### config.mk
export PLATFORM = sky130hd
export DESIGN_NAME = apb_regbank
export DESIGN_NICKNAME = d
export VERILOG_FILES = /design/src/rtl/regbank_pkg.sv /design/src/rtl/regbank_wait.sv /design/src/rtl/regbank_decode.sv /design/src/rtl/regbank_store.sv /design/src/rtl/apb_regbank.sv
export SDC_FILE = /design/constraint.sdc
export NUM_CORES = 1
export LEC_CHECK = 0
export BUFFER_PORTS_ARGS = -buffer_cell sky130_fd_sc_hd__clkbuf_2
export CAP_MARGIN = 5
export CELL_PAD_IN_SITES_DETAIL_PLACEMENT = 0
export CELL_PAD_IN_SITES_GLOBAL_PLACEMENT = 1
export CORE_MARGIN = 3
export CORE_UTILIZATION = 35
export CTS_BUF_LIST = sky130_fd_sc_hd__clkbuf_8
export DETAILED_ROUTE_END_ITERATION = 16
export PLACE_DENSITY_LB_ADDON = 0.1
export SLEW_MARGIN = 20
export SYNTH_ARGS = -nofsm -noshare
export SYNTH_HDL_FRONTEND = slang
export SYNTH_HIERARCHICAL = 1
export SYNTH_SLANG_ARGS = --single-unit
export TNS_END_PERCENT = 5
### constraint.sdc
create_clock -name pclk -period 2.2 [get_ports pclk]
set_clock_uncertainty 0.2 [all_clocks]
set_input_delay 0.22 -clock pclk [delete_from_list [all_inputs] [get_ports pclk]]
set_output_delay 0.22 -clock pclk [all_outputs]
set_load 0.01 [all_outputs]
### src/rtl/regbank_pkg.sv
package regbank_pkg;

  // Protection attribute bits as carried on the bus.
  typedef struct packed {
    logic instr;    // bit 2
    logic nonsec;   // bit 1
    logic priv;     // bit 0
  } prot_t;

  // True when an access does not meet the secure-and-privileged rule.
  function automatic logic prot_denied(input prot_t p);
    return (!p.priv) || p.nonsec;
  endfunction

  // Merge one byte lane: keep the old byte unless the lane is enabled.
  function automatic logic [7:0] lane_merge(input logic [7:0] old_b,
                                            input logic [7:0] new_b,
                                            input logic       en);
    return en ? new_b : old_b;
  endfunction

endpackage

### src/rtl/regbank_wait.sv
module regbank_wait #(
  parameter int WAIT_STATES = 2
) (
  input  logic pclk,
  input  logic presetn,
  input  logic psel,
  input  logic penable,
  output logic ready_o
);
  localparam int CNT_W = (WAIT_STATES > 0) ? $clog2(WAIT_STATES + 1) : 1;

  logic [CNT_W-1:0] cnt_q;
  logic             in_access;

  assign in_access = psel && penable;
  assign ready_o   = in_access && (cnt_q == CNT_W'(WAIT_STATES));

  always_ff @(posedge pclk or negedge presetn) begin
    if (!presetn)
      cnt_q <= '0;
    else if (in_access && !ready_o)
      cnt_q <= cnt_q + 1'b1;
    else
      cnt_q <= '0;
  end
endmodule

### src/rtl/regbank_decode.sv
module regbank_decode
  import regbank_pkg::*;
#(
  parameter int ADDR_W     = 8,
  parameter int NUM_REGS   = 8,
  parameter int SECURE_IDX = 7
) (
  input  logic [ADDR_W-1:0]           paddr,
  input  logic [2:0]                  pprot,
  output logic [$clog2(NUM_REGS)-1:0] sel_o,
  output logic                        unmapped_o,
  output logic                        prot_fail_o
);
  localparam int IDX_W = ADDR_W - 2;
  localparam int SEL_W = $clog2(NUM_REGS);

  logic [IDX_W-1:0] word_idx;
  prot_t            attr;
  logic [2:0]       unused_bits;

  assign word_idx    = paddr[ADDR_W-1:2];
  assign attr        = prot_t'(pprot);
  assign unused_bits = {paddr[1:0], attr.instr};

  assign unmapped_o  = (32'(word_idx) >= NUM_REGS);
  assign sel_o       = word_idx[SEL_W-1:0];
  assign prot_fail_o = !unmapped_o && (32'(word_idx) == SECURE_IDX) && prot_denied(attr);
endmodule

### src/rtl/regbank_store.sv
module regbank_store
  import regbank_pkg::*;
#(
  parameter int DATA_W   = 32,
  parameter int NUM_REGS = 8
) (
  input  logic                               pclk,
  input  logic                               presetn,
  input  logic                               we,
  input  logic [$clog2(NUM_REGS)-1:0]        sel,
  input  logic [DATA_W-1:0]                  wdata,
  input  logic [DATA_W/8-1:0]                strb,
  output logic [NUM_REGS-1:0][DATA_W-1:0]    words_o
);
  localparam int LANES = DATA_W / 8;

  logic [NUM_REGS-1:0][DATA_W-1:0] mem_q;

  for (genvar r = 0; r < NUM_REGS; r++) begin : g_word
    for (genvar b = 0; b < LANES; b++) begin : g_lane
      always_ff @(posedge pclk or negedge presetn) begin
        if (!presetn)
          mem_q[r][8*b +: 8] <= '0;
        else if (we && (32'(sel) == r))
          mem_q[r][8*b +: 8] <= lane_merge(mem_q[r][8*b +: 8], wdata[8*b +: 8], strb[b]);
      end
    end
  end

  assign words_o = mem_q;
endmodule

### src/rtl/apb_regbank.sv
module apb_regbank #(
  parameter int DATA_W      = 32,
  parameter int ADDR_W      = 8,
  parameter int NUM_REGS    = 8,
  parameter int WAIT_STATES = 2,
  parameter int SECURE_IDX  = 7
) (
  input  logic                pclk,
  input  logic                presetn,
  input  logic                psel,
  input  logic                penable,
  input  logic [ADDR_W-1:0]   paddr,
  input  logic                pwrite,
  input  logic [DATA_W-1:0]   pwdata,
  input  logic [DATA_W/8-1:0] pstrb,
  input  logic [2:0]          pprot,
  output logic [DATA_W-1:0]   prdata,
  output logic                pready,
  output logic                pslverr
);
  localparam int SEL_W = $clog2(NUM_REGS);

  // Named internal events, visible to the bound checker.
  logic                            complete;
  logic                            unmapped;
  logic                            prot_fail;
  logic                            access_err;
  logic                            wr_commit;
  logic [SEL_W-1:0]                sel;
  logic [NUM_REGS-1:0][DATA_W-1:0] words;
  logic [DATA_W-1:0]               secure_word;

  regbank_wait #(.WAIT_STATES(WAIT_STATES)) u_wait (
    .pclk    (pclk),
    .presetn (presetn),
    .psel    (psel),
    .penable (penable),
    .ready_o (complete)
  );

  regbank_decode #(
    .ADDR_W(ADDR_W), .NUM_REGS(NUM_REGS), .SECURE_IDX(SECURE_IDX)
  ) u_dec (
    .paddr       (paddr),
    .pprot       (pprot),
    .sel_o       (sel),
    .unmapped_o  (unmapped),
    .prot_fail_o (prot_fail)
  );

  assign access_err = unmapped || prot_fail;
  assign wr_commit  = complete && pwrite && !access_err;

  regbank_store #(.DATA_W(DATA_W), .NUM_REGS(NUM_REGS)) u_store (
    .pclk    (pclk),
    .presetn (presetn),
    .we      (wr_commit),
    .sel     (sel),
    .wdata   (pwdata),
    .strb    (pstrb),
    .words_o (words)
  );

  assign secure_word = words[SECURE_IDX];

  assign pready  = complete;
  assign pslverr = complete && access_err;
  assign prdata  = (complete && !pwrite && !access_err) ? words[sel] : '0;
endmodule

# After elaboration in Yosys (flattened, before gate mapping)
# Index checks and enable logic that the tools add are counted.
# totals
reg_bits	258
output_inout_bits	34
wordCells	107
# classes
n_addsub	1
magnitude_cmp	2
eq_ne	9
mux	4
n_reduce_logical	58
# ops
operator	count
binary-select mux 32 bit (select 3 bit)	1
two-way mux 32 bit	2
AND reduction 2 bit	32
logical AND 1 bit	18
equality test 3 bit, second input constant	4
equality test 3 x 2 -> 1 bit, second input constant	2
equality test 6 x 3 -> 1 bit, second input constant	1
>= comparator 6 x 4 -> 1 bit, second input constant	1
zero test 1 bit	5
< comparator 3 x 4 -> 1 bit, second input constant	1
equality test 3 x 1 -> 1 bit, second input constant	1
zero test 3 bit	1
adder 2 x 1 -> 2 bit, second input constant	1
equality test 2 bit, second input constant	1
logical OR 1 bit	2
two-way mux 2 bit	1

# Depth between registers and ports, before layout
# Gate-level depths: netlist of run 1.
# logic_depth
ltp_word	9
ltp_mapped	9
mapped_depth_nobuf	7

# Modules after synthesis
# The synthesis of run 1 kept the hierarchy.
# by_module_without_submodules
module	instances	cells_per_inst	area_per_inst_um2	seq_area_each_um2
regbank_store	1	572	9841.9	6406.1
apb_regbank	1	124	1931.9	0.0
regbank_wait	1	7	98.8	50.0
regbank_decode	1	7	55.1	0.0

# Least setup slack after synthesis of run 1
# OpenSTA, ideal clock, no wires.
# synth_path
kind	reg-to-reg
startpoint	register u_wait.cnt_q[0]
endpoint	register u_store.mem_q, in the netlist u_store/words_o[32]
setup_ns	0.125
arrival_ns	1.993
required_ns	1.875
slack_ns	-0.118
stages_incl_launch_ff	10
n_path_buf	2
period_less_slack_ns	2.318
path_cell_list	dfrtp_1 inv_1 ha_1 and3_2 and3_1 buf_6 nand3_4 or3_1 buf_2 mux2_4
# synth_via
elab_chain_cells	6
# synth_rtl
element	line	rtl
from (decl)	regbank_wait.sv:12	logic [CNT_W-1:0] cnt_q;
from (signal assigned)	regbank_wait.sv:22	cnt_q <= cnt_q + 1'b1;
equality test 2 bit	regbank_wait.sv:16	assign ready_o = in_access && (cnt_q == CNT_W'(WAIT_STATES));
logical AND 1 bit	regbank_wait.sv:16	
net pready	apb_regbank.sv:18	output logic pready,
logical AND 1 bit (2 in a row)	apb_regbank.sv:52	assign wr_commit = complete && pwrite && !access_err;
net wr_commit	apb_regbank.sv:28	logic wr_commit;
logical AND 1 bit	regbank_store.sv:24	else if (we && (32'(sel) == r))
AND reduction 2 bit (no line)	--	
to (signal, indexed assignment)	regbank_store.sv:25	mem_q[r][8*b +: 8] <= lane_merge(mem_q[r][8*b +: 8], wdata[8*b +: 8], strb[b]);
to (decl)	regbank_store.sv:17	logic [NUM_REGS-1:0][DATA_W-1:0] mem_q;
# The timed path passes the listed nets, and every way through them passes these cells.
# A chain may end at the register's enable or synchronous reset.

# Worst setup path after layout of run 1
# layout_path
startpoint	register u_wait.cnt_q[0]
endpoint	output prdata[1]
# layout_via
elab_chain_cells	5
# layout_rtl
element	line	rtl
equality test 2 bit	regbank_wait.sv:16	
logical AND 1 bit	regbank_wait.sv:16	
logical AND 1 bit (2 in a row)	apb_regbank.sv:68	assign prdata = (complete && !pwrite && !access_err) ? words[sel] : '0;
two-way mux 32 bit	apb_regbank.sv:68	
to (decl)	apb_regbank.sv:17	output logic [DATA_W-1:0] prdata,
# No other way between the ends.

==> flow_summary.toml, run 1 <==
[grt]
met2_usage_pct = 27.4
antenna_found_initial = 0
grt_pass1_vias = 8019
grt_pass1_wl_mm = 45.6
overflow = 0
grt_max_degree = 74
busiest_layer = "met2"
grt_use_met1_pct = 21.6
grt_util_met3_pct = 2.90
gr-usage-all-layers_pct = 16.2

[drt]
ant_nets = 0
vias = 7074
drtIter0Drc = 242
drt-total-wl_mm = 29.6
drc = 0
wl_per_cell_um = 21.5
first_pass_iters = 4
viasPerCell = 5.14

[cts]
clkTransAtPathRegs_ps = 50
clockRootBuffer = "clkbuf_8"
tritoncts = "yes"
clock_latency_ps = 530
clockBufferDepth = 3
cts.sink_count = 258
numCtsBuffers = 46
post-cts-setup-buffers = 0
htree_levels = 2

[critical_path]
worst_setup_path_start_kind = "register"
critPathRequiredTime_ps = 1780
arrival_ps = 2170
crit_type = "reg -> out"
crit_fanout = 32
ff2ff_path_depth = 8
endpoint_kind = "output pin"

[synth]
synth_nets = 763
ys_seq_area_share_pct = 54.1
ys_types = 33
synth_area_um2 = 11900
avgSynthCellArea_um2 = 16.8
synth_seq_cells = 258
syn_inst = 710
yosys_warnings = 6

[sta]
setup_slack_ps = -395
rsz0062_at_grt = "true"
max_freq_mhz = 385
period_share_pct = 118
tns_ps = -19820
setup_viol_count_final = 191
slew_viol_final = 0
period_needed_ps = 2590
slew_headroom_pct = 61.5
hold_violations = 0
worstMarginPinSlew_ps = 577

[run]
maxCapViolCount = 0

[run_status]
failed_checks = "setup timing"
status = "complete, but fails checks"

[finish]
finalInstanceArea_um2 = 15300
fin_nets = 960
area_growth_pct = 28.4
diodes = 0
regArea_um2 = 6460
multiInputGateArea_um2 = 5800
layout_commonest_cell = "dfrtp_1"
drive_above_1_share_pct = 60.0
fill_cells = 2910
mostFrequentLayoutCells = "258 x dfrtp_1, 148 x mux2_4, 108 x mux2_2, 57 x mux4_2, 57 x clkbuf_8"

[worst_hold_path]
hp-class = "in -> async"

[floorplan]
num_rows = 66
dieArea_um2 = 36300
die_y_um = 191
initial_core_util_pct = 36.1
coreArea_um2 = 33000
die_x_um = 191
io_pins = 86

[place]
place_area_um2 = 13500
dp_hpwl_mm = 18.5
io_buffers = 82
gp_congestion = 0.717
place_ws_ps = -308

[power_and_ir_drop]
vdd_drop_max_uv = 325
p_per_area_nw_per_um2 = 616
p_leak_nw = 7.39
-- state kept, by name, indices dropped and copies added (netlist names) --
signal / cells
u_store/words_o: 256
u_wait/cnt_q: 2
-- metal layers --
metal / part of all wire, % / wire [um]
met5: 0 / 0
met1: 46 / 13500
met4: 2.1 / 613
met3: 3.5 / 1050
met2: 49 / 14500
-- kinds of logic after synthesis --
kind of cell	Yosys count	share of synthesized area, %
fa+ha+maj	1	0.105
flops	258	54.1
mux	320	37.2
buf+inv	37	2.01
simple gates	62	4.17
compound gates	32	2.35
-- through the flow --
stage / cells / utilization, % / power (mW) / hold slack (ps)
final: 1377 / 46.3 / 9.44 / 5.82
after global routing: 1377 / 46.3 / 9.88 / 5.27
after CTS: 1377 / 44.9 / 9.62 / 1.43
after detailed placement: 1263 / 40.8 / 5.28 / -10.1
after global placement: 1263 / 40.8 / 5.27 / -11.4
after floorplan: 710 / - / 5.01 / -276
-- critical path: stages (launching register included) --
cell,delay [ps]
dfrtp_1,360
inv_1,60
ha_2,170
and3_4,170
buf_4,110
and3b_2,200
buf_12,230
a22o_1,200
clkbuf_2,140
-- Yosys cell counts --
cell type | instances | share of area, %
nand3_4 | 3 | 0.44
and4bb_2 | 2 | 0.21
nand2b_1 | 3 | 0.16
and3b_1 | 1 | 0.073
nand2_1 | 3 | 0.094
nand3_1 | 2 | 0.084
mux4_2 | 57 | 11
buf_1 | 1 | 0.031
and3_2 | 1 | 0.063
mux2_4 | 24 | 3.0
nor3_2 | 3 | 0.25
nor2b_1 | 2 | 0.10
nand2b_4 | 1 | 0.12
buf_6 | 8 | 0.76
or3_4 | 1 | 0.094
inv_1 | 1 | 0.031
nand3b_1 | 4 | 0.25
nor3_1 | 1 | 0.042
buf_2 | 18 | 0.76
a22o_1 | 32 | 2.3
buf_4 | 5 | 0.31
and2b_1 | 1 | 0.063
or3_1 | 5 | 0.26
mux2_2 | 232 | 22
nand3_2 | 3 | 0.25
nor2_1 | 2 | 0.063
mux4_1 | 7 | 1.5
clkbuf_1 | 4 | 0.13
and3_1 | 2 | 0.10
nor2_4 | 7 | 0.66
dfrtp_1 | 258 | 54
nor2_2 | 15 | 0.79
ha_1 | 1 | 0.10
-- power breakdown --
part / switching, mW / internal (mW) / total [mW]
logic: 0.301 / 0.190 / 0.492
registers: 0.00568 / 4.76 / 4.77
clock network: 1.88 / 2.30 / 4.18
total: 2.19 / 7.25 / 9.44
-- what timing repair did --
action,in CTS,in global routing
resized for setup,24,152
pin swaps,6,24
endpoints found under the hold margin,516,0
hold buffers,38,0
endpoints found under the setup margin,288,289
-- final timing paths --
path,slack [ps],endpoint,from
min in group pclk,30,u_store/words_o[21]$_DFFE_PN0P_,pstrb[2]
min reg2reg,300,u_store/words_o[222]$_DFFE_PN0P_,u_store/words_o[222]$_DFFE_PN0P_
max in group asynchronous,1060,u_store/words_o[209]$_DFFE_PN0P_,presetn
min,6,u_store/words_o[140]$_DFFE_PN0P_,presetn
max reg2reg,-190,u_store/words_o[208]$_DFFE_PN0P_,u_wait/cnt_q[0]$_DFF_PN0_
max,-390,prdata[1],u_wait/cnt_q[0]$_DFF_PN0_
-- area by class of cell --
cell class                      count  area share (%)
Tap cell                          442            3.61
Inverter                            1          0.0245
Multi-Input combinational cell    415            37.9
Clock inverter                     19           0.490
Timing Repair Buffer              185            10.7
Sequential cell                   258            42.2
Clock buffer                       57            5.12
No activity file was read; power rests on OpenSTA's default activity.
==> run 2: changes to the inputs <==
--- a/config.mk
+++ b/config.mk
@@ -14,6 +14,7 @@
 export CTS_BUF_LIST = sky130_fd_sc_hd__clkbuf_8
 export DETAILED_ROUTE_END_ITERATION = 16
 export PLACE_DENSITY_LB_ADDON = 0.1
+export SETUP_SLACK_MARGIN = 0.3
 export SLEW_MARGIN = 20
 export SYNTH_ARGS = -nofsm -noshare
 export SYNTH_HDL_FRONTEND = slang
==> run 2 against run 1 <==
Net effect:
- total power is 3.5% higher
- setup slack worse by 95 ps
- first-iteration DRC count increased by 8.7%
- the flow still finishes with violations (setup timing)
- final cell count is 1.7% higher
==> flow_summary.toml, run 2 (synthesis gave the netlist of run 1 again) <==
[floorplan]
die_x_um = 191
coreArea_um2 = 33000
die_y_um = 191
io_pins = 86
num_rows = 66
initial_core_util_pct = 36.1
dieArea_um2 = 36300

[place]
dp_hpwl_mm = 18.8
io_buffers = 82
place_area_um2 = 13600
gp_congestion = 0.745
post-place-cells = 1268
place_ws_ps = -283

[grt]
gr-usage-all-layers_pct = 17.9
grt_pass1_wl_mm = 49.8
antenna_found_initial = 0
overflow = 0
grt_max_degree = 60
grt_pass1_vias = 8346

[run]
maxCapViolCount = 0

[finish]
drive_above_1_share_pct = 61.1
largest_reg_flops = 256
area_growth_pct = 31.4
fin_cells = 1400
layout_commonest_cell = "dfrtp_1"
fill_cells = 2863
finalInstanceArea_um2 = 15700
fin_nets = 977
mostFrequentLayoutCells = "258 x dfrtp_1, 146 x mux2_4, 110 x mux2_2, 59 x clkbuf_8, 57 x mux4_2"
diodes = 0

[critical_path]
arrival_ps = 2270
crit_fanout = 8
regToRegEndpoint = "u_store/words_o[65]$_DFFE_PN0P_"
critPathRequiredTime_ps = 1780
ff2ff_path_depth = 9
endpoint_kind = "output pin"
crit_top_cell = "buf_6"
worst_setup_path_start_kind = "register"
crit_type = "reg -> out"
startpoint = "u_wait/cnt_q[0]$_DFF_PN0_"
reg2reg_slack_ps = -270
crit_slowest_cell = "dfrtp_1"
cp-endpoint = "prdata[14]"
max_stage_delay_ps = 370
timing.rr.start = "u_wait/cnt_q[0]$_DFF_PN0_"
crit_chain = "inv_1, ha_2, and3_4, buf_6, and3b_2, buf_6, buf_12, a22o_1, buf_2"

[cts]
tritoncts = "yes"
numCtsBuffers = 47
cts.sink_count = 258
htree_levels = 2
clockBufferDepth = 3
clock_latency_ps = 540
clkTransAtPathRegs_ps = 50
clockRootBuffer = "clkbuf_8"

[power_and_ir_drop]
p_per_area_nw_per_um2 = 623
p_leak_nw = 7.61
vdd_drop_max_uv = 370

[sta]
setup_slack_ps = -490
hold_violations = 0
hold_slack_ps = 11.8
max_freq_mhz = 372
period_needed_ps = 2690
rsz0062_at_grt = "true"
tns_ps = -48780
setup_viol_count_final = 288
slew_viol_final = 0
period_share_pct = 122
slew_headroom_pct = 60.1
worstMarginPinSlew_ps = 598

[drt]
drt-total-wl_mm = 31.5
wl_per_cell_um = 22.5
first_pass_iters = 4
drc = 0
viasPerCell = 5.13
vias = 7175
ant_nets = 0
drtIter0Drc = 263

[worst_hold_path]
hp-class = "in -> async"

[run_status]
failed_checks = "setup timing"
status = "complete, but fails checks"
## run 2: stage by stage
| step | utilization (%) | total power, mW |
|---|---|---|
| 2_1_floorplan | - | 5.01 |
| 3_3_place_gp | 41.2 | 5.28 |
| 3_5_place_dp | 41.2 | 5.29 |
| 4_1_cts | 47.3 | 9.96 |
| 5_1_grt | 47.4 | 10.2 |
| 6_report | 47.4 | 9.76 |
## run 2: how the worst min path moves through the flow
stage	startpoint	to	slack [ps]	cells after the start
finish	presetn	u_store/words_o[171]$_DFFE_PN0P_	10	2
global route	psel	u_wait/cnt_q[0]$_DFF_PN0_	9	3
CTS	presetn	u_store/words_o[139]$_DFFE_PN0P_	4	2
detailed placement	presetn	u_store/words_o[139]$_DFFE_PN0P_	3	1
global placement	presetn	u_store/words_o[139]$_DFFE_PN0P_	-0.1	1
floorplan	presetn	u_store/words_o[0]$_DFFE_PN0P_	-280	0
## run 2: cell type report
| class | instances | area (um2) | area share (%) |
|---|---|---|---|
| clock buffers | 59 | 812 | 5.18 |
| repair buffers | 201 | 1940 | 12.4 |
| multi-input cells | 415 | 5770 | 36.8 |
| flip-flops and latches | 258 | 6460 | 41.2 |
| inverters | 1 | 3.75 | 0.0240 |
| well taps | 442 | 553 | 3.53 |
| clock inverters | 24 | 130 | 0.830 |
## run 2: per-layer routing
layer / track usage (%) / routed length (um) / vias up / part of all wire [%]
met1: 24.5 / 14000 / 3831 / 45
met4: 4.54 / 618 / 0 / 2.0
met5: 0 / 0 / - / 0
met2: 29.4 / 15300 / 150 / 49
li1: - / - / 3139 / -
met3: 3.44 / 1540 / 55 / 4.9
## run 2: timing repair
action                                  4_1_cts  5_1_grt
endpoints found under the setup margin      290      291
hold buffers                                 39        0
gates cloned                                  4        0
setup buffers                                 4        2
pin swaps                                    42       14
resized for setup                           146       41
hold endpoints to repair                    516        0
## run 2: worst max-delay path, delay by kind of cell (launching register included)
kind                     cells  cell delay (ps)
flip-flops                   1              370
AO/OA/AOI/OAI                1              180
AND/OR/NAND/NOR              2              400
buffers and inverters        5              590
adder cells (fa/ha/maj)      1              170
## run 2: where the power goes
group | internal, mW | switching, mW
Combinational | 0.202 | 0.302
Clock | 2.52 | 1.97
Sequential | 4.76 | 0.00570
==> run 3: changes to the inputs <==
--- a/config.mk
+++ b/config.mk
@@ -10,7 +10,7 @@
 export CELL_PAD_IN_SITES_DETAIL_PLACEMENT = 0
 export CELL_PAD_IN_SITES_GLOBAL_PLACEMENT = 1
 export CORE_MARGIN = 3
-export CORE_UTILIZATION = 35
+export CORE_UTILIZATION = 48
 export CTS_BUF_LIST = sky130_fd_sc_hd__clkbuf_8
 export DETAILED_ROUTE_END_ITERATION = 16
 export PLACE_DENSITY_LB_ADDON = 0.1
==> run 3 against run 2 <==
Net effect:
- highest routed layer unchanged
- maximum frequency grew 1.8%
- final cell count shrank 8.7%
- clock power is 7.6% lower
- hold slack improved by 17 ps
- die area fell by 26%
- critical endpoint is now prdata[16]
- count of clock-buffer cells in the layout is 4 lower
- core utilization is 16 points higher
- the flow still finishes with violations (setup timing)
- non-clock buffer count rose by 2
- global-route usage up 4.4 points
- wire length is 8.9% lower
- sequential power about the same
- sequential share of layout area rose by 0.77 points
==> flow_summary.toml, run 3 (synthesis gave the netlist of run 1 again) <==
[grt]
busiest_layer = "met2"
grt_use_met1_pct = 31.1
gr-usage-all-layers_pct = 22.3
grt_pass1_wl_mm = 46.2
grt_max_degree = 74
antenna_found_initial = 1
grt_util_met3_pct = 3.78
overflow = 0
grt_pass1_vias = 8113
met2_usage_pct = 36.6

[finish]
finalInstanceArea_um2 = 15400
fin_nets = 976
drive_above_1_share_pct = 61.2
multiInputGateArea_um2 = 5730
mostFrequentLayoutCells = "258 x dfrtp_1, 131 x mux2_4, 125 x mux2_2, 57 x mux4_2, 55 x clkbuf_8"
largest_reg_flops = 256
layout_commonest_cell = "dfrtp_1"
area_growth_pct = 29.0
fill_cells = 1790
regArea_um2 = 6460

[critical_path]
endpoint_kind = "output pin"
crit_type = "reg -> out"
critPathRequiredTime_ps = 1780
worst_setup_path_start_kind = "register"
arrival_ps = 2220
crit_fanout = 5

[drt]
ant_nets = 0
wl_per_cell_um = 22.5
drc = 0
vias = 7164
first_pass_iters = 4
drt-total-wl_mm = 28.7
viasPerCell = 5.61
drtIter0Drc = 373

[floorplan]
coreArea_um2 = 24400
num_rows = 57
dieArea_um2 = 26800
die_y_um = 164
initial_core_util_pct = 48.9
die_x_um = 164
io_pins = 86

[cts]
clkTransAtPathRegs_ps = 60
clock_latency_ps = 530
tritoncts = "yes"
numCtsBuffers = 44
htree_levels = 2
clockBufferDepth = 3
clockRootBuffer = "clkbuf_8"
cts.sink_count = 258

[sta]
setup_viol_count_final = 288
rsz0062_at_grt = "true"
worstMarginPinSlew_ps = 596
setup_slack_ps = -443
max_freq_mhz = 378
hold_violations = 0
period_share_pct = 120
slew_viol_final = 0
slew_headroom_pct = 60.2
period_needed_ps = 2640

[run]
maxCapViolCount = 0

[run_status]
status = "complete, but fails checks"
failed_checks = "setup timing"

[worst_hold_path]
hp-class = "in -> reg"

[place]
place_ws_ps = -266
place_area_um2 = 13400
dp_hpwl_mm = 18.1
io_buffers = 82
gp_congestion = 0.760

[power_and_ir_drop]
p_leak_nw = 7.56
p_per_area_nw_per_um2 = 612
vdd_drop_max_uv = 533
## run 3: routing by layer
| layer | vias up | wire length (um) |
|---|---|---|
| met1 | 3827 | 13000 |
| met5 | - | 0 |
| met3 | 42 | 1060 |
| met2 | 159 | 14200 |
| met4 | 0 | 471 |
| li1 | 3136 | - |
## run 3: timing repair
action | 4_1_cts | 5_1_grt
pin swaps | 22 | 16
setup endpoints to repair | 290 | 291
gates cloned | 3 | 0
hold endpoints to repair | 516 | 1
buffers inserted | 4 | 2
resized for setup | 147 | 40
hold buffers | 36 | 1
## run 3: layout make-up
cell class                      count  area share [%]
Inverter                            1          0.0244
Tap cell                          324            2.63
Clock inverter                     21           0.683
Multi-Input combinational cell    415            37.3
Sequential cell                   258            42.0
Clock buffer                       55            4.92
Antenna cell                        1          0.0163
Timing Repair Buffer              203            12.5
## run 3: path summary, 6_finish.rpt
kind,cells after the start,end,startpoint,slack [ps]
setup reg to reg,9,u_store/words_o[131]$_DFFE_PN0P_,u_wait/cnt_q[0]$_DFF_PN0_,-360
max in group asynchronous,3,u_store/words_o[130]$_DFFE_PN0P_,presetn,1020
min in group asynchronous,2,u_store/words_o[11]$_DFFE_PN0P_,presetn,70
hold / removal,4,u_store/words_o[9]$_DFFE_PN0P_,pstrb[1],30
setup / recovery,9,prdata[16],u_wait/cnt_q[0]$_DFF_PN0_,-440
hold reg to reg,1,u_store/words_o[129]$_DFFE_PN0P_,u_store/words_o[129]$_DFFE_PN0P_,300
## run 3: stage by stage
step / power (mW) / instances / util (%) / hold slack, ps / TNS (ps)
global route: 9.86 / 1278 / 63.1 / 18.2 / -96600
CTS: 9.55 / 1274 / 62.7 / 6.14 / -46690
finish: 9.41 / 1278 / 63.1 / 28.4 / -74530
floorplan: 5.01 / 710 / - / -276 / -3980
detailed placement: 5.28 / 1155 / 55.1 / 47.5 / -44310
global placement: 5.26 / 1155 / 55.1 / 32.8 / -41300
## run 3: power by group
group	leakage (nW)	switching, mW	internal (mW)
combinational	3.44	0.292	0.199
clock	0.516	1.81	2.34
sequential	3.60	0.00603	4.76
## run 3: critical path: stages, from the launching register on
cell and delay (ps):
dfrtp_1 380, inv_1 60, ha_2 170, and3_4 180, buf_6 100, and3b_4 290, buf_12 140, buf_16 110
a22o_1 130, buf_2 130
